**src/rtl/dispRegPkg.sv**
```systemverilog
package dispRegPkg;

  localparam int DATA_W   = 8;
  localparam int LVL_W    = 3;
  localparam int LVL_LSB  = 3;
  localparam int PEND_BIT = 6;
  localparam int EN_BIT   = 7;

  // Strobes from control to datapath
  typedef struct packed {
    logic clrPend;  // write to identification word: clear pending
    logic ldCfg;    // write to configuration word
    logic rdEn;     // register read data is being driven
    logic rdCfg;    // read selects configuration word (else ID)
  } ctlStrobes_t;

endpackage

```
**src/rtl/dispSync.sv**
```systemverilog
module dispSync #(
  parameter int WIDTH  = 3,
  parameter int STAGES = 2
) (
  input  logic             clk,
  input  logic             rstN,
  input  logic [WIDTH-1:0] din,
  output logic [WIDTH-1:0] dout
);

  logic [STAGES-1:0][WIDTH-1:0] stg;

  genvar g;
  generate
    for (g = 0; g < STAGES; g++) begin : gStage
      if (g == 0) begin : gFirst
        always_ff @(posedge clk or negedge rstN) begin
          if (!rstN) stg[0] <= '0;
          else       stg[0] <= din;
        end
      end else begin : gNext
        always_ff @(posedge clk or negedge rstN) begin
          if (!rstN) stg[g] <= '0;
          else       stg[g] <= stg[g-1];
        end
      end
    end
  endgenerate

  assign dout = stg[STAGES-1];

endmodule

```
**src/rtl/dispCtrl.sv**
```systemverilog
module dispCtrl
  import dispRegPkg::*;
#(
  parameter int WORD_W    = 13,
  parameter int CHAIN_LEN = 4
) (
  input  logic              clk,
  input  logic              rstN,
  input  logic              selS,
  input  logic              ldsS,
  input  logic              rwN,
  input  logic [WORD_W-1:0] wordAddr,
  output logic              ackQ,
  output ctlStrobes_t       strobes
);

  localparam logic [WORD_W-1:0] ID_WORD  = WORD_W'(0);
  localparam logic [WORD_W-1:0] CFG_WORD = WORD_W'(1);

  logic [CHAIN_LEN-1:0] chain;
  logic served;
  logic start;
  logic tap;
  logic hitId;
  logic hitCfg;
  logic wrCommit;

  assign start    = selS & ~served;
  assign tap      = chain[CHAIN_LEN-1];
  assign hitId    = (wordAddr == ID_WORD);
  assign hitCfg   = (wordAddr == CFG_WORD);
  assign wrCommit = tap & selS & ~rwN & ldsS;

  always_ff @(posedge clk or negedge rstN) begin
    if (!rstN) begin
      chain  <= '0;
      served <= 1'b0;
      ackQ   <= 1'b0;
    end else begin
      chain  <= selS ? {chain[CHAIN_LEN-2:0], start} : '0;
      served <= selS & (served | start);
      ackQ   <= selS & (ackQ | tap);
    end
  end

  always_comb begin
    strobes.clrPend = wrCommit & hitId;
    strobes.ldCfg   = wrCommit & hitCfg;
    strobes.rdEn    = ackQ & rwN & ldsS & (hitId | hitCfg);
    strobes.rdCfg   = hitCfg;
  end

  AST_CHAIN_ONEHOT: assert property (@(posedge clk) disable iff (!rstN)
    $onehot0(chain));

  AST_ACK_FROM_TAP: assert property (@(posedge clk) disable iff (!rstN)
    $rose(ackQ) |-> $past(tap));

  AST_ACK_RELEASE: assert property (@(posedge clk) disable iff (!rstN)
    !selS |=> !ackQ);

  AST_RDEN_WITH_ACK: assert property (@(posedge clk) disable iff (!rstN)
    strobes.rdEn |-> ackQ);

endmodule

```
**src/rtl/dispDatapath.sv**
```systemverilog
module dispDatapath
  import dispRegPkg::*;
#(
  parameter logic [DATA_W-1:0] ID_CODE = 8'hA5
) (
  input  logic              clk,
  input  logic              rstN,
  input  ctlStrobes_t       strobes,
  input  logic [DATA_W-1:0] wrData,
  input  logic              ctlIrqIn,
  output logic [DATA_W-1:0] rdData,
  output logic [LVL_W-1:0]  irqLevel
);

  logic              cfgEn;
  logic              pending;
  logic [LVL_W-1:0]  level;
  logic              irqPrev;
  logic              irqRise;
  logic [DATA_W-1:0] cfgByte;
  logic              unusedWrBits;

  assign irqRise      = ctlIrqIn & ~irqPrev;
  assign unusedWrBits = ^{wrData[PEND_BIT], wrData[LVL_LSB-1:0]};

  always_ff @(posedge clk or negedge rstN) begin
    if (!rstN) begin
      cfgEn   <= 1'b0;
      level   <= '0;
      pending <= 1'b0;
      irqPrev <= 1'b0;
    end else begin
      irqPrev <= ctlIrqIn;
      if (strobes.ldCfg) begin
        cfgEn <= wrData[EN_BIT];
        level <= wrData[LVL_LSB +: LVL_W];
      end
      if (irqRise)              pending <= 1'b1;
      else if (strobes.clrPend) pending <= 1'b0;
    end
  end

  always_comb begin
    cfgByte                    = '0;
    cfgByte[EN_BIT]            = cfgEn;
    cfgByte[PEND_BIT]          = pending;
    cfgByte[LVL_LSB +: LVL_W]  = level;
  end

  assign rdData   = strobes.rdEn ? (strobes.rdCfg ? cfgByte : ID_CODE) : '0;
  assign irqLevel = (cfgEn & pending) ? level : '0;

  AST_PEND_SET: assert property (@(posedge clk) disable iff (!rstN)
    $rose(ctlIrqIn) |=> pending);

  AST_PEND_CLEAR: assert property (@(posedge clk) disable iff (!rstN)
    (strobes.clrPend && !$rose(ctlIrqIn)) |=> !pending);

  AST_LEVEL_HOLD: assert property (@(posedge clk) disable iff (!rstN)
    !strobes.ldCfg |=> ($stable(level) && $stable(cfgEn)));

  AST_IRQ_QUIET: assert property (@(posedge clk) disable iff (!rstN)
    !(cfgEn && pending) |-> (irqLevel == '0));

endmodule

```
**src/rtl/dispRegIf.sv**
```systemverilog
module dispRegIf
  import dispRegPkg::*;
#(
  parameter int                WORD_W      = 13,
  parameter int                CHAIN_LEN   = 4,
  parameter int                SYNC_STAGES = 2,
  parameter logic [DATA_W-1:0] ID_CODE     = 8'hA5
) (
  input  logic              clk,
  input  logic              rstN,
  input  logic              busCsN,
  input  logic              busUdsN,
  input  logic              busLdsN,
  input  logic              busRwN,
  input  logic [WORD_W-1:0] busWordAddr,
  input  logic [7:0]        busWrData,
  output logic [7:0]        busRdData,
  output logic              busRdEn,
  output logic              busAckN,
  input  logic              ctlIrqIn,
  output logic [2:0]        irqLevel
);

  localparam int SYNC_W = 3;

  logic [SYNC_W-1:0] syncOut;
  logic csS, udsS, ldsS, selS;
  logic ackQ;
  ctlStrobes_t strobes;

  dispSync #(.WIDTH(SYNC_W), .STAGES(SYNC_STAGES)) i_sync (
    .clk  (clk),
    .rstN (rstN),
    .din  ({~busCsN, ~busUdsN, ~busLdsN}),
    .dout (syncOut)
  );

  assign csS  = syncOut[2];
  assign udsS = syncOut[1];
  assign ldsS = syncOut[0];
  assign selS = csS & (udsS | ldsS);

  dispCtrl #(.WORD_W(WORD_W), .CHAIN_LEN(CHAIN_LEN)) i_ctrl (
    .clk      (clk),
    .rstN     (rstN),
    .selS     (selS),
    .ldsS     (ldsS),
    .rwN      (busRwN),
    .wordAddr (busWordAddr),
    .ackQ     (ackQ),
    .strobes  (strobes)
  );

  dispDatapath #(.ID_CODE(ID_CODE)) i_dp (
    .clk      (clk),
    .rstN     (rstN),
    .strobes  (strobes),
    .wrData   (busWrData),
    .ctlIrqIn (ctlIrqIn),
    .rdData   (busRdData),
    .irqLevel (irqLevel)
  );

  assign busAckN = ~ackQ;
  assign busRdEn = strobes.rdEn;

endmodule

```
**config.mk**
```make
export PLATFORM = sky130hd
export DESIGN_NAME = dispRegIf
export DESIGN_NICKNAME = d
export VERILOG_FILES = /design/src/rtl/dispRegPkg.sv /design/src/rtl/dispSync.sv /design/src/rtl/dispCtrl.sv /design/src/rtl/dispDatapath.sv /design/src/rtl/dispRegIf.sv
export SDC_FILE = /design/constraint.sdc
export NUM_CORES = 1
export LEC_CHECK = 0
export BUFFER_PORTS_ARGS = -buffer_cell sky130_fd_sc_hd__buf_2
export CORE_MARGIN = 4
export CORE_UTILIZATION = 40
export DETAILED_ROUTE_END_ITERATION = 8
export PLACE_DENSITY = 0.81
export SKIP_CTS_REPAIR_TIMING = 1
export SYNTH_ARGS = -nofsm -noshare
export SYNTH_HDL_FRONTEND = slang
export SYNTH_HIERARCHICAL = 1
export SYNTH_SLANG_ARGS = --single-unit
```
**constraint.sdc**
```tcl
create_clock -name clk -period 3.69 [get_ports clk]
set_input_delay 0.738 -clock clk [delete_from_list [all_inputs] [get_ports clk]]
set_output_delay 0.738 -clock clk [all_outputs]
set_load 0.01 [all_outputs]
```
# Yosys cells after proc, flatten, opt, wreduce, memory -nomap -nowiden

Cells that the tools add are included.

Register bits after elaboration: 18
Bits of input ports: 28
Output and inout port bits: 13
Word-level logic and storage cells: 43

Equality and inequality tests: 1
Multiplexer cells: 6
Bitwise operators: 25
Reduce and logical (&&, ||, !) cells: 2

Operator list:

| operator                                       | count |
|---|---|
| 2-to-1 mux 8 bit                               | 2 |
| AND 1 bit                                      | 14 |
| == test 13 x 1 -> 1 bit, second input constant | 1 |
| zero test 13 bit                               | 1 |
| inverter 1 bit                                 | 7 |
| 2-to-1 mux 4 bit                               | 1 |
| bitwise OR 1 bit                               | 4 |
| 2-to-1 mux 3 bit                               | 1 |
| 2-to-1 mux 1 bit                               | 2 |
| nonzero test 2 bit                             | 1 |

# Logic depth before layout (Yosys ltp)

Gate-level depths: netlist of run 1.

Depth in word-level cells: 8
Depth in mapped cells: 7
Depth with buffers taken out: 6

# Modules after synthesis

Netlist of run 1, hierarchy kept.

By module, submodules not included:

| module       | times used | cells an instance | area an instance (um^2) | seq. area each (um^2) |
|---|---|---|---|---|
| dispDatapath | 1          | 29                | 287.8                   | 150.1 |
| dispCtrl     | 1          | 26                | 279.0                   | 150.1 |
| dispSync     | 1          | 9                 | 172.7                   | 150.1 |
| dispRegIf    | 1          | 5                 | 22.5                    | 0.0 |

# Worst setup path before layout of run 1

Ideal clock, no wire load.

Path type: input -> output
From: input port busWordAddr[9]
To: output port busRdData[2]
Arrival time: 2.084 ns
Data required time: 2.952 ns
Setup slack: 0.868 ns
Stages on the path: 4
Buffers on the path: 1
Cells stage by stage: or4_4 > nor3_2 > nor2b_1 > buf_4

Longest elaborated chain between the ends: 4
Elaborated cells between the ends (all ways): 6
Classes of those cells: eq/ne: 1; mux: 2; bitwise: 2; reduce/logical: 1

RTL lines:

| item                                                               | line                           | source |
|---|---|---|
| from (decl)                                                        | dispRegIf.sv:15                | `input logic [WORD_W-1:0] busWordAddr,` |
| == test 13 x 1 -> 1 bit / zero test 13 bit (equally long branches) | dispCtrl.sv:31, dispCtrl.sv:30 |  |
| bitwise OR 1 bit (*)                                               | dispCtrl.sv:49                 | `strobes.rdEn = ackQ & rwN & ldsS & (hitId \| hitCfg);` |
| AND 1 bit (*)                                                      | dispCtrl.sv:49                 |  |
| net busRdEn                                                        | dispRegIf.sv:18                | `output logic busRdEn,` |
| 2-to-1 mux 8 bit (*)                                               | dispDatapath.sv:50             | `assign rdData = strobes.rdEn ? (strobes.rdCfg ? cfgByte : ID_CODE) : '0;` |
| to (decl)                                                          | dispRegIf.sv:17                | `output logic [7:0] busRdData,` |

Mark *: on every way through the listed nets, which the timed path passes. The rest lies on a longest branch.

# Worst setup path in the final report of run 1

From: input port busWordAddr[9]
To: output port busRdData[7]

Longest elaborated chain between the ends: 4
Elaborated cells between the ends (all ways): 6
Classes of those cells: eq/ne: 1; mux: 2; bitwise: 2; reduce/logical: 1

RTL lines:

| item                                                               | line |
|---|---|
| == test 13 x 1 -> 1 bit / zero test 13 bit (equally long branches) | dispCtrl.sv:31, dispCtrl.sv:30 |
| bitwise OR 1 bit                                                   | dispCtrl.sv:49 |
| AND 1 bit                                                          | dispCtrl.sv:49 |
| 2-to-1 mux 8 bit (*)                                               | dispDatapath.sv:50 |

Every way passes the cells marked *; elsewhere a longest branch is shown, timed or not.

==> impl_metrics.prom, run 1 <==
# TYPE chip_impl_metric gauge
chip_impl_metric{name="post_drt_via_cell_ratio",unit=""} 4.62
chip_impl_metric{name="ioPinCount",unit=""} 41
chip_impl_metric{name="setup_viol_count_final",unit=""} 0
chip_impl_metric{name="buffer_ports.inserted",unit=""} 35
chip_impl_metric{name="htree_levels",unit=""} 1
chip_impl_metric{name="rrSetupSlack",unit="ns"} 1.94
chip_impl_metric{name="slew_violations",unit=""} 0
chip_impl_info{name="hold_path_class",value="input port to async pin"} 1
chip_impl_metric{name="synth_warn",unit=""} 6
chip_impl_metric{name="maximum_fanout_along_the_worst_path",unit=""} 7
chip_impl_metric{name="total_neg_setup_slack",unit="ns"} 0
chip_impl_metric{name="combinationalPowerShare",unit="%"} 6.3
chip_impl_metric{name="hpwl",unit="mm"} 1.08
chip_impl_metric{name="timing.reg2reg.worst_path_depth",unit=""} 5
chip_impl_metric{name="instances_no_fill",unit=""} 126
chip_impl_metric{name="ant_nets",unit=""} 0
chip_impl_metric{name="total_chip_power",unit="W"} 0.000341
chip_impl_metric{name="crit_cells",unit=""} 5
chip_impl_metric{name="cell_area_placed",unit="um2"} 920
chip_impl_metric{name="cell_variety_after_synth",unit=""} 22
chip_impl_metric{name="dpl.cell_count",unit=""} 122
chip_impl_metric{name="seq_area",unit="um2"} 450
chip_impl_metric{name="num_vias",unit=""} 582
chip_impl_info{name="critical_path.endpoint_type",value="output pin"} 1
chip_impl_metric{name="mappedNetlistNets",unit=""} 97
chip_impl_metric{name="p_clk_share",unit="%"} 33.6
chip_impl_info{name="critPathKind",value="input port to output pin"} 1
chip_impl_metric{name="syn_avg_cell_area",unit="um2"} 11.0
chip_impl_metric{name="cp_data_arrival_time",unit="ns"} 2.04
chip_impl_metric{name="number_of_global_route_vias_before_repair",unit=""} 556
chip_impl_metric{name="first_iter_violations",unit=""} 2
chip_impl_info{name="rsz0062_at_grt",value="false"} 1
chip_impl_metric{name="fin_area",unit="um2"} 956
chip_impl_metric{name="die_width",unit="um"} 51.6
chip_impl_metric{name="period_minus_slack",unit="ns"} 2.78
chip_impl_metric{name="critPathRequiredTime",unit="ns"} 2.95
chip_impl_metric{name="max_freq",unit="MHz"} 360
chip_impl_metric{name="wire_length_of_the_first_global_routing_pass",unit="mm"} 2.20
chip_impl_metric{name="insertedDiodeCount",unit=""} 0
chip_impl_metric{name="clk_latency",unit="ns"} 0.28
chip_impl_metric{name="relative_area_change_from_synthesis_to_final_layout",unit="%"} 25.5
chip_impl_metric{name="avgRoutedWirePerCell",unit="um"} 10.3
chip_impl_metric{name="number_of_clock_sinks",unit=""} 18
chip_impl_info{name="tritoncts_clock_tree",value="done"} 1
chip_impl_metric{name="start_util",unit="%"} 43.2
chip_impl_metric{name="cts-root-to-sink-buffers",unit=""} 2
chip_impl_metric{name="mappedNetlistArea",unit="um2"} 762
chip_impl_metric{name="grt_antenna_before_repair",unit=""} 0
chip_impl_metric{name="grt_usage",unit="%"} 10.5
chip_impl_metric{name="drt_wl_total",unit="mm"} 1.30
chip_impl_info{name="worst_path_dominant_cell_family",value="simple AND/OR/NAND/NOR gates"} 1
chip_impl_metric{name="firstDrtPassIters",unit=""} 2
chip_impl_metric{name="fillerInstances",unit=""} 177
chip_impl_metric{name="power_report.internal_total",unit="W"} 0.000274
chip_impl_metric{name="worst_stage_delay_on_the_critical_path",unit="ns"} 0.54
chip_impl_metric{name="leakage",unit="nW"} 0.527
chip_impl_info{name="worstReg2RegEnd",value="i_dp/level[0]$_DFFE_PN0P_"} 1
chip_impl_metric{name="synth-seq-cells",unit=""} 18
chip_impl_metric{name="multiInputGateArea",unit="um2"} 233
chip_impl_metric{name="p_sw",unit="W"} 0.0000667
chip_impl_info{name="ordered_list_of_cells_on_the_worst_path",value="buf_2 -> or4_4 -> nor3_2 -> a21boi_1 -> buf_2"} 1
chip_impl_metric{name="core",unit="um2"} 1760
chip_impl_metric{name="drcViolationCount",unit=""} 0
chip_impl_metric{name="clk_transition_reported_paths",unit="ns"} 0.09
chip_impl_metric{name="part_of_the_cycle_the_worst_path_needs",unit="%"} 75.2
chip_impl_metric{name="setup_ws",unit="ns"} 0.915
chip_impl_info{name="ctsRootBufferMaster",value="sky130_fd_sc_hd__clkbuf_4"} 1
chip_impl_metric{name="finalHoldViolations",unit=""} 0
chip_impl_metric{name="drive_above_1_share",unit="%"} 42.6
chip_impl_metric{name="numCtsBuffers",unit=""} 3
chip_impl_metric{name="die_area",unit="um2"} 2670
chip_impl_metric{name="routabilityCongestion",unit=""} 0.825
chip_impl_metric{name="std_cell_rows",unit=""} 15
chip_impl_info{name="worst_r2r_startpoint",value="i_sync/dout[0]$_DFF_PN0_"} 1
chip_impl_metric{name="power.density_cell_area",unit="nW/um2"} 357
chip_impl_metric{name="grt_max_degree",unit=""} 19
chip_impl_metric{name="syn-instance-count",unit=""} 69
chip_impl_metric{name="fin_worst_skew",unit="ns"} 0.000872
chip_impl_metric{name="number_of_nets_in_the_final_layout",unit=""} 130
chip_impl_metric{name="seq_power_share",unit="%"} 60.1
chip_impl_info{name="worstSetupStartpointType",value="input port"} 1
chip_impl_metric{name="ys_seq_area_share",unit="%"} 59.1
chip_impl_metric{name="timing.critical_path.buf_inv",unit=""} 2
chip_impl_info{name="crit_path_top_delay_cell",value="sky130_fd_sc_hd__or4_4"} 1
chip_impl_metric{name="die-height",unit="um"} 51.6
chip_impl_metric{name="switching_power_as_a_share_of_total_power",unit="%"} 19.6
chip_impl_info{name="outcome",value="complete, no violations"} 1
chip_impl_metric{name="grt_overflow_total",unit=""} 0
chip_impl_info{name="path_common_cell",value="sky130_fd_sc_hd__buf_2"} 1
chip_impl_metric{name="dpl_worst_slack",unit="ns"} 0.921
chip_impl_metric{name="max_cap_viol_count",unit=""} 0
chip_impl_metric{name="ir_drop",unit="uV"} 238
## cells by family after synthesis
kind of cell | Yosys count | share of synthesized area, %
AO/OA/AOI/OAI | 7 | 6.07
buffers and inverters | 15 | 10.3
multiplexers | 2 | 2.96
flip-flops | 18 | 59.1
other | 1 | 0.492
AND/OR/NAND/NOR | 26 | 21.0
## per-layer routing
| metal | part of all wire (%) | track usage, % | routed length [um] | vias to the layer above |
|---|---|---|---|---|
| met1 | 43 | 12.7 | 557 | 268 |
| met5 | 0 | 0 | 0 | - |
| met2 | 47 | 17.8 | 612 | 26 |
| li1 | - | - | - | 288 |
| met3 | 9.9 | 3.44 | 128 | 0 |
| met4 | 0 | 3.06 | 0 | 0 |
## metrics by stage
step | hold WS (ns) | utilization [%]
4_1_cts | 0.360 | 54.2
3_3_place_gp | 0.333 | 52.1
3_5_place_dp | 0.337 | 52.1
5_1_grt | 0.376 | 54.2
2_1_floorplan | 0.331 | -
6_report | 0.356 | 54.2
## cell type report
type	count	area share (%)
sequential	18	47.1
multi-input combinational	36	24.3
timing repair buffer	35	18.3
clock buffer	4	3.80
tap	25	3.27
inverter	8	3.14
## worst max-delay path by stage
stage | slack [ns] | endpoint | start
floorplan | 0.87 | busRdData[2] | busWordAddr[9]
global placement | 0.94 | busRdData[5] | busWordAddr[9]
detailed placement | 0.92 | busRdData[7] | busWordAddr[9]
CTS | 0.91 | busRdData[7] | busWordAddr[9]
global route | 0.75 | busRdData[2] | busWordAddr[1]
finish | 0.91 | busRdData[7] | busWordAddr[9]
## power by group through the flow
| stage | clock [W] | sequential, W | combinational, W |
|---|---|---|---|
| 3_3_place_gp | 0 | 0.000209 | 0.0000213 |
| 2_1_floorplan | 0 | 0.000208 | 0.00000869 |
| 5_1_grt | 0.000132 | 0.000206 | 0.0000251 |
| 3_5_place_dp | 0 | 0.000209 | 0.0000222 |
| 6_report | 0.000114 | 0.000205 | 0.0000216 |
| 4_1_cts | 0.000121 | 0.000205 | 0.0000224 |
## cells in the final DEF, fill, tap and decap left out, drive strengths merged
cell,count
a21boi,2
and2,3
and3,5
and4b,1
buf,35
clkbuf,4
conb,1
dfrtp,18
inv,8
mux2,2
nand2,4
nand3,2
nor2,2
nor2b,2
nor3,3
nor4,3
o21a,2
o21ai,2
o22ai,1
or4,1
## synth_stat cells, drive strengths merged
master	n	share of area (%)
dfrtp	18	59
inv	8	3.9
buf	6	5.9
and3	5	4.1
nand2	4	2.0
and2	3	2.5
nor3	3	3.3
nor4	3	2.5
a21boi	2	2.0
mux2	2	3.0
nand3	2	1.3
nor2	2	0.99
nor2b	2	1.6
o21a	2	2.0
o21ai	2	1.3
and4b	1	1.3
clkbuf	1	0.49
conb	1	0.49
o22ai	1	0.82
or4	1	1.5
## state kept, by name, summed over array words and instances, names as in the netlist
name	cells
i_dp/pending	1
i_dp/cfgEn	1
i_dp/level	3
i_ctrl/ackQ	1
i_sync/stg	3
i_sync/dout	3
i_dp/irqPrev	1
i_ctrl/chain	4
i_ctrl/served	1
Power figures use the tool's default switching activity.
==> inputs of run 2 (changes only) <==
clock period = 2.6 ns   (was 3.69 ns; I/O delays follow)
==> run 2 against run 1 <==
Net effect:
- wire length rose by 0.77%
- largest power group unchanged
- sequential share of layout area unchanged
- clock skew hardly changed
- critical path depth stayed put
==> impl_metrics.prom, run 2 (same netlist as run 1, synthesis figures left out) <==
# TYPE chip_impl_metric gauge
chip_impl_info{name="worst_r2r_startpoint",value="i_sync/dout[0]$_DFF_PN0_"} 1
chip_impl_metric{name="part_of_the_cycle_the_worst_path_needs",unit="%"} 89.2
chip_impl_metric{name="ant_nets",unit=""} 0
chip_impl_metric{name="drt_wl_total",unit="mm"} 1.31
chip_impl_info{name="worstReg2RegEnd",value="i_dp/level[0]$_DFFE_PN0P_"} 1
chip_impl_metric{name="core",unit="um2"} 1760
chip_impl_metric{name="maximum_fanout_along_the_worst_path",unit=""} 7
chip_impl_metric{name="buffer_ports.inserted",unit=""} 35
chip_impl_info{name="outcome",value="complete, no violations"} 1
chip_impl_metric{name="leakage",unit="nW"} 0.527
chip_impl_metric{name="post_drt_via_cell_ratio",unit=""} 4.63
chip_impl_metric{name="cts-root-to-sink-buffers",unit=""} 2
chip_impl_metric{name="number_of_clock_sinks",unit=""} 18
chip_impl_info{name="ordered_list_of_cells_on_the_worst_path",value="buf_2 -> or4_4 -> nor3_2 -> a21boi_1 -> buf_2"} 1
chip_impl_metric{name="number_of_global_route_vias_before_repair",unit=""} 559
chip_impl_metric{name="power.density_cell_area",unit="nW/um2"} 507
chip_impl_metric{name="cp_data_arrival_time",unit="ns"} 1.80
chip_impl_metric{name="switching_power_as_a_share_of_total_power",unit="%"} 19.7
chip_impl_metric{name="number_of_nets_in_the_final_layout",unit=""} 130
chip_impl_metric{name="drcViolationCount",unit=""} 0
chip_impl_metric{name="routabilityCongestion",unit=""} 0.825
chip_impl_metric{name="grt_overflow_total",unit=""} 0
chip_impl_metric{name="insertedDiodeCount",unit=""} 0
chip_impl_metric{name="clk_latency",unit="ns"} 0.28
chip_impl_info{name="worst_setup_path_startpoint",value="busWordAddr[9]"} 1
chip_impl_metric{name="grt_max_degree",unit=""} 19
chip_impl_metric{name="start_util",unit="%"} 43.2
chip_impl_metric{name="numCtsBuffers",unit=""} 3
chip_impl_metric{name="relative_area_change_from_synthesis_to_final_layout",unit="%"} 25.5
chip_impl_info{name="most_flops_register",value="i_ctrl/chain"} 1
chip_impl_metric{name="first_iter_violations",unit=""} 2
chip_impl_metric{name="setup_viol_count_final",unit=""} 0
chip_impl_metric{name="die_width",unit="um"} 51.6
chip_impl_metric{name="dpl.cell_count",unit=""} 122
chip_impl_metric{name="drive_above_1_share",unit="%"} 42.6
chip_impl_metric{name="htree_levels",unit=""} 1
chip_impl_info{name="worstSetupStartpointType",value="input port"} 1
chip_impl_metric{name="seq_power_share",unit="%"} 59.9
chip_impl_metric{name="p_clk_share",unit="%"} 33.8
chip_impl_metric{name="period_minus_slack",unit="ns"} 2.32
chip_impl_metric{name="timing.reg2reg.worst_path_depth",unit=""} 5
chip_impl_info{name="path_common_cell",value="sky130_fd_sc_hd__buf_2"} 1
chip_impl_metric{name="num_vias",unit=""} 583
chip_impl_metric{name="fillerInstances",unit=""} 173
chip_impl_metric{name="max_cap_viol_count",unit=""} 0
chip_impl_metric{name="slew_violations",unit=""} 0
chip_impl_info{name="ctsRootBufferMaster",value="sky130_fd_sc_hd__clkbuf_4"} 1
chip_impl_info{name="rsz0062_at_grt",value="false"} 1
chip_impl_metric{name="worst_stage_delay_on_the_critical_path",unit="ns"} 0.54
chip_impl_info{name="critical_path.endpoint_type",value="output pin"} 1
chip_impl_info{name="layout.cells.most_common",value="sky130_fd_sc_hd__buf_2"} 1
chip_impl_info{name="critPathKind",value="input port to output pin"} 1
chip_impl_metric{name="avgRoutedWirePerCell",unit="um"} 10.4
chip_impl_info{name="hold_path_class",value="input port to async pin"} 1
chip_impl_metric{name="total_neg_setup_slack",unit="ns"} 0
chip_impl_info{name="crit_path_top_delay_cell",value="sky130_fd_sc_hd__or4_4"} 1
chip_impl_info{name="tritoncts_clock_tree",value="done"} 1
chip_impl_info{name="worstSetupEndpoint",value="busRdData[5]"} 1
chip_impl_metric{name="rrSetupSlack",unit="ns"} 0.85
chip_impl_info{name="final_cell_mix",value="sky130_fd_sc_hd__buf_2 (35), sky130_fd_sc_hd__dfrtp_1 (18), sky130_fd_sc_hd__inv_1 (7), sky130_fd_sc_hd__and3_1 (5), sky130_fd_sc_hd__nand2_1 (4)"} 1
chip_impl_metric{name="firstDrtPassIters",unit=""} 2
chip_impl_metric{name="max_freq",unit="MHz"} 431
chip_impl_metric{name="finalHoldViolations",unit=""} 0
chip_impl_metric{name="std_cell_rows",unit=""} 15
chip_impl_metric{name="ioPinCount",unit=""} 41
chip_impl_metric{name="die-height",unit="um"} 51.6
chip_impl_metric{name="grt_antenna_before_repair",unit=""} 0
chip_impl_metric{name="ir_drop",unit="uV"} 360
chip_impl_metric{name="instances_no_fill",unit=""} 126
chip_impl_metric{name="fin_worst_skew",unit="ns"} 0.000752
chip_impl_metric{name="die_area",unit="um2"} 2670
chip_impl_metric{name="power_report.internal_total",unit="W"} 0.000389
chip_impl_metric{name="clk_transition_reported_paths",unit="ns"} 0.09
chip_impl_metric{name="hpwl",unit="mm"} 1.09
chip_impl_metric{name="largest_register_ffs",unit=""} 4
chip_impl_metric{name="combinationalPowerShare",unit="%"} 6.3
chip_impl_metric{name="grt_usage",unit="%"} 11.1
chip_impl_metric{name="p_sw",unit="W"} 0.0000957
chip_impl_metric{name="critPathRequiredTime",unit="ns"} 2.08
chip_impl_metric{name="wire_length_of_the_first_global_routing_pass",unit="mm"} 2.21
run 2: cell counts in the layout (fill, tap and decap cells not counted):
No cell type changed its count.
run 2: final cells by class:
class / count / area, um2 / share of cell area (%)
flip-flops and latches: 18 / 450 / 47.1
repair buffers: 35 / 175 / 18.3
clock buffers: 4 / 36.3 / 3.80
inverters: 8 / 30.0 / 3.14
well taps: 25 / 31.3 / 3.27
multi-input cells: 36 / 233 / 24.3
run 2: worst max-delay path: cells and delay by family:
kind / cells / cell delay, ns
compound gates: 1 / 0.19
simple gates: 2 / 0.85
buf+inv: 2 / 0.24
run 2: worst min path at each step:
stage,startpoint,cells past startpoint,end
after floorplan,rstN,0,i_ctrl/ackQ$_DFF_PN0_
after global placement,i_sync/stg[2]$_DFF_PN0_,0,i_sync/dout[2]$_DFF_PN0_
after detailed placement,i_sync/stg[2]$_DFF_PN0_,0,i_sync/dout[2]$_DFF_PN0_
after CTS,rstN,1,i_sync/stg[1]$_DFF_PN0_
after global routing,rstN,1,i_sync/stg[1]$_DFF_PN0_
final,rstN,1,i_dp/level[1]$_DFFE_PN0P_
run 2: power by group through the flow:
stage / registers (W) / clock network [W] / logic (W)
floorplan: 0.000295 / 0 / 0.0000123
global placement: 0.000296 / 0 / 0.0000303
detailed placement: 0.000296 / 0 / 0.0000317
CTS: 0.000291 / 0.000175 / 0.0000319
global route: 0.000292 / 0.000191 / 0.0000357
finish: 0.000291 / 0.000164 / 0.0000306
run 2: metrics by stage:
stage | power, W | setup slack (ns) | util, % | area (um2) | hold slack (ns)
floorplan | 0.000308 | 0.214 | - | 762 | 0.224
global placement | 0.000326 | 0.290 | 52.1 | 920 | 0.333
detailed placement | 0.000328 | 0.286 | 52.1 | 920 | 0.337
CTS | 0.000497 | 0.273 | 54.2 | 956 | 0.145
global route | 0.000518 | 0.0964 | 54.2 | 956 | 0.148
finish | 0.000485 | 0.280 | 54.2 | 956 | 0.138
run 2: layer usage:
metal | up-vias | global-route usage [%] | wire length [um]
li1 | 286 | - | -
met1 | 271 | 12.3 | 546
met2 | 24 | 17.8 | 606
met3 | 2 | 4.01 | 143
met4 | 0 | 6.99 | 10
met5 | - | 0 | 0
==> inputs of run 3 (changes only) <==
PLACE_DENSITY = 0.72   (was 0.81)
SYNTH_HIERARCHICAL = default   (was 1)
==> run 3 against run 2 <==
Net effect:
- die area is 1.3% lower
- maximum frequency grew 3.9%
- highest routed layer is now met3
- setup slack improved by 0.088 ns
- utilization is 1.9 points higher
- clock power rose by 2%
- final cell count down 4.8%
- hold slack worse by 0.0022 ns
==> impl_metrics.prom, run 3 <==
# TYPE chip_impl_metric gauge
chip_impl_metric{name="grt_usage",unit="%"} 11.2
chip_impl_metric{name="ir_drop",unit="uV"} 409
chip_impl_info{name="synth_most_common_cell",value="sky130_fd_sc_hd__dfrtp_1"} 1
chip_impl_metric{name="insertedDiodeCount",unit=""} 0
chip_impl_metric{name="firstDrtPassIters",unit=""} 1
chip_impl_metric{name="part_of_the_cycle_the_worst_path_needs",unit="%"} 85.8
chip_impl_metric{name="total_chip_power",unit="W"} 0.000492
chip_impl_metric{name="wire_length_of_the_first_global_routing_pass",unit="mm"} 2.16
chip_impl_metric{name="proportion_of_netlist_area_held_by_the_largest_area_contributor",unit="%"} 60.0
chip_impl_metric{name="cp_data_arrival_time",unit="ns"} 1.71
chip_impl_metric{name="std_cell_rows",unit=""} 15
chip_impl_metric{name="ys_seq_area_share",unit="%"} 60.0
chip_impl_metric{name="synth-seq-cells",unit=""} 18
chip_impl_metric{name="timing.reg2reg.worst_path_depth",unit=""} 4
chip_impl_metric{name="number_of_global_route_vias_before_repair",unit=""} 516
chip_impl_metric{name="avgRoutedWirePerCell",unit="um"} 11.3
chip_impl_metric{name="drt_wl_total",unit="mm"} 1.36
chip_impl_metric{name="htree_levels",unit=""} 1
chip_impl_metric{name="number_of_nets_in_the_final_layout",unit=""} 124
chip_impl_metric{name="ioPinCount",unit=""} 41
chip_impl_metric{name="finalHoldViolations",unit=""} 0
chip_impl_metric{name="synthArstFlopShare",unit="%"} 100
chip_impl_info{name="synth_area_leader_cell",value="sky130_fd_sc_hd__dfrtp_1"} 1
chip_impl_metric{name="rrSetupSlack",unit="ns"} 1.19
chip_impl_metric{name="number_of_clock_sinks",unit=""} 18
chip_impl_info{name="ctsRootBufferMaster",value="sky130_fd_sc_hd__clkbuf_4"} 1
chip_impl_metric{name="syn-instance-count",unit=""} 58
chip_impl_info{name="main_area_contributors_after_synthesis",value="sky130_fd_sc_hd__dfrtp_1 (60%), sky130_fd_sc_hd__mux2_4 (8.0%), sky130_fd_sc_hd__and3_1 (5.0%), sky130_fd_sc_hd__inv_1 (4.0%), sky130_fd_sc_hd__nor4_2 (3.3%)"} 1
chip_impl_metric{name="total_neg_setup_slack",unit="ns"} 0
chip_impl_info{name="worstSetupStartpointType",value="input port"} 1
chip_impl_info{name="synth_flop_cell",value="sky130_fd_sc_hd__dfrtp_1"} 1
chip_impl_info{name="hold_path_class",value="input port to async pin"} 1
chip_impl_metric{name="cell_variety_after_synth",unit=""} 19
chip_impl_info{name="most_flops_register",value="i_ctrl.chain"} 1
chip_impl_metric{name="power.density_cell_area",unit="nW/um2"} 502
chip_impl_metric{name="drcViolationCount",unit=""} 0
chip_impl_info{name="critical_path.endpoint_type",value="output pin"} 1
chip_impl_metric{name="syn_avg_cell_area",unit="um2"} 12.9
chip_impl_metric{name="die_width",unit="um"} 51.3
chip_impl_metric{name="core",unit="um2"} 1750
chip_impl_info{name="synth_commonest_cells",value="sky130_fd_sc_hd__dfrtp_1 (18), sky130_fd_sc_hd__inv_1 (8), sky130_fd_sc_hd__and3_1 (6)"} 1
chip_impl_info{name="final_cell_mix",value="sky130_fd_sc_hd__buf_2 (35), sky130_fd_sc_hd__dfrtp_1 (18), sky130_fd_sc_hd__inv_1 (8), sky130_fd_sc_hd__and3_1 (6), sky130_fd_sc_hd__mux2_4 (4)"} 1
chip_impl_info{name="critPathKind",value="input port to output pin"} 1
chip_impl_metric{name="fillerInstances",unit=""} 169
chip_impl_metric{name="drive_above_1_share",unit="%"} 50.5
chip_impl_metric{name="grt_max_degree",unit=""} 19
chip_impl_info{name="layout.cells.most_common",value="sky130_fd_sc_hd__buf_2"} 1
chip_impl_metric{name="maximum_fanout_along_the_worst_path",unit=""} 4
chip_impl_metric{name="relative_area_change_from_synthesis_to_final_layout",unit="%"} 30.3
chip_impl_info{name="outcome",value="complete, no violations"} 1
chip_impl_info{name="rsz0062_at_grt",value="false"} 1
chip_impl_metric{name="dpl.cell_count",unit=""} 116
chip_impl_metric{name="hpwl",unit="mm"} 1.09
chip_impl_metric{name="grt_antenna_before_repair",unit=""} 0
chip_impl_metric{name="max_cap_viol_count",unit=""} 0
chip_impl_metric{name="instances_no_fill",unit=""} 120
chip_impl_metric{name="leakage",unit="nW"} 0.560
chip_impl_metric{name="fin_worst_skew",unit="ns"} 0.000932
chip_impl_metric{name="period_minus_slack",unit="ns"} 2.23
chip_impl_metric{name="critPathRequiredTime",unit="ns"} 2.08
chip_impl_metric{name="post_synth_edffs",unit=""} 0
chip_impl_metric{name="largest_register_ffs",unit=""} 4
chip_impl_metric{name="buffer_ports.inserted",unit=""} 35
chip_impl_metric{name="final_core_util",unit="%"} 56.1
chip_impl_metric{name="first_iter_violations",unit=""} 0
chip_impl_metric{name="clk_transition_reported_paths",unit="ns"} 0.10
chip_impl_metric{name="clk_latency",unit="ns"} 0.29
chip_impl_metric{name="routabilityCongestion",unit=""} 0.689
chip_impl_metric{name="grt_overflow_total",unit=""} 0
chip_impl_metric{name="setup_viol_count_final",unit=""} 0
chip_impl_metric{name="cts-root-to-sink-buffers",unit=""} 2
chip_impl_metric{name="die_area",unit="um2"} 2630
chip_impl_metric{name="die-height",unit="um"} 51.3
chip_impl_metric{name="mappedNetlistNets",unit=""} 86
chip_impl_metric{name="mappedNetlistArea",unit="um2"} 751
chip_impl_info{name="worst_r2r_startpoint",value="i_sync.dout[0]$_DFF_PN0_"} 1
chip_impl_metric{name="post_drt_via_cell_ratio",unit=""} 4.51
chip_impl_metric{name="ant_nets",unit=""} 0
chip_impl_info{name="worstReg2RegEnd",value="i_dp.level[2]$_DFFE_PN0P_"} 1
chip_impl_metric{name="start_util",unit="%"} 43.0
chip_impl_metric{name="max_freq",unit="MHz"} 448
chip_impl_metric{name="synth_warn",unit=""} 0
chip_impl_metric{name="num_vias",unit=""} 541
chip_impl_info{name="tritoncts_clock_tree",value="done"} 1
chip_impl_metric{name="numCtsBuffers",unit=""} 3
chip_impl_metric{name="slew_violations",unit=""} 0
==> run 3: cell types whose count changed in the layout (fill, tap and decap cells not counted), sizes merged, moves of 2 or more <==
cell / before / now
a21boi: 2 / 0
nor3: 3 / 0
nand2: 4 / 0
a21oi: 0 / 2
mux2: 2 / 4
o21ai: 2 / 0
==> run 3: cell type report <==
class | instances | area (um2) | share of cell area [%]
Clock buffer | 4 | 36.3 | 3.71
Tap cell | 25 | 31.3 | 3.20
Inverter | 8 | 30.0 | 3.07
Timing Repair Buffer | 35 | 175 | 17.9
Multi-Input combinational cell | 30 | 255 | 26.1
Sequential cell | 18 | 450 | 46.0
==> run 3: kinds of logic after synthesis <==
| logic type | after synthesis | synth area share [%] |
|---|---|---|
| AOI/OAI and AO/OA | 5 | 4.50 |
| buffers and inverters | 10 | 6.00 |
| DFF | 18 | 60.0 |
| muxes | 4 | 8.00 |
| other | 1 | 0.500 |
| and+or+nand+nor | 20 | 21.0 |
==> run 3: stage by stage <==
| step | hold WS [ns] | setup WS, ns | instance area (um2) |
|---|---|---|---|
| floorplan | 0.224 | 0.543 | 751 |
| global placement | 0.333 | 0.376 | 942 |
| detailed placement | 0.335 | 0.366 | 942 |
| CTS | 0.137 | 0.356 | 978 |
| global route | 0.143 | 0.272 | 978 |
| finish | 0.135 | 0.368 | 978 |
==> run 3: power by group <==
| group | leakage, nW | switching [W] | internal [W] |
|---|---|---|---|
| Sequential | 0.227 | 0.00000311 | 0.000288 |
| Clock | 0.0210 | 0.0000823 | 0.0000852 |
| Combinational | 0.313 | 0.0000162 | 0.0000165 |
==> run 3: how the worst max path moves through the flow <==
stage                    start      endpoint  cells past startpoint
2_1_floorplan   busWordAddr[5]  busRdData[2]                      5
3_3_place_gp   busWordAddr[11]  busRdData[3]                      7
3_5_place_dp    busWordAddr[5]  busRdData[6]                      7
4_1_cts         busWordAddr[5]  busRdData[6]                      7
5_1_grt         busWordAddr[5]  busRdData[6]                      7
6_report        busWordAddr[5]  busRdData[6]                      7
==> run 3: per-layer routing <==
layer,vias up,global-route usage (%),part of all wire (%)
met2,20,18.2,48
li1,266,-,-
met4,0,6.55,0
met3,0,2.92,6.6
met1,255,13.2,45
met5,-,0,0
==> run 3: critical path, cell delays in order <==
cell and delay, ns:
sky130_fd_sc_hd__buf_2 0.10, sky130_fd_sc_hd__nor4_2 0.25, sky130_fd_sc_hd__and4_4 0.28, sky130_fd_sc_hd__nand3_1 0.16, sky130_fd_sc_hd__inv_1 0.13, sky130_fd_sc_hd__and3_1 0.15, sky130_fd_sc_hd__buf_2 0.12
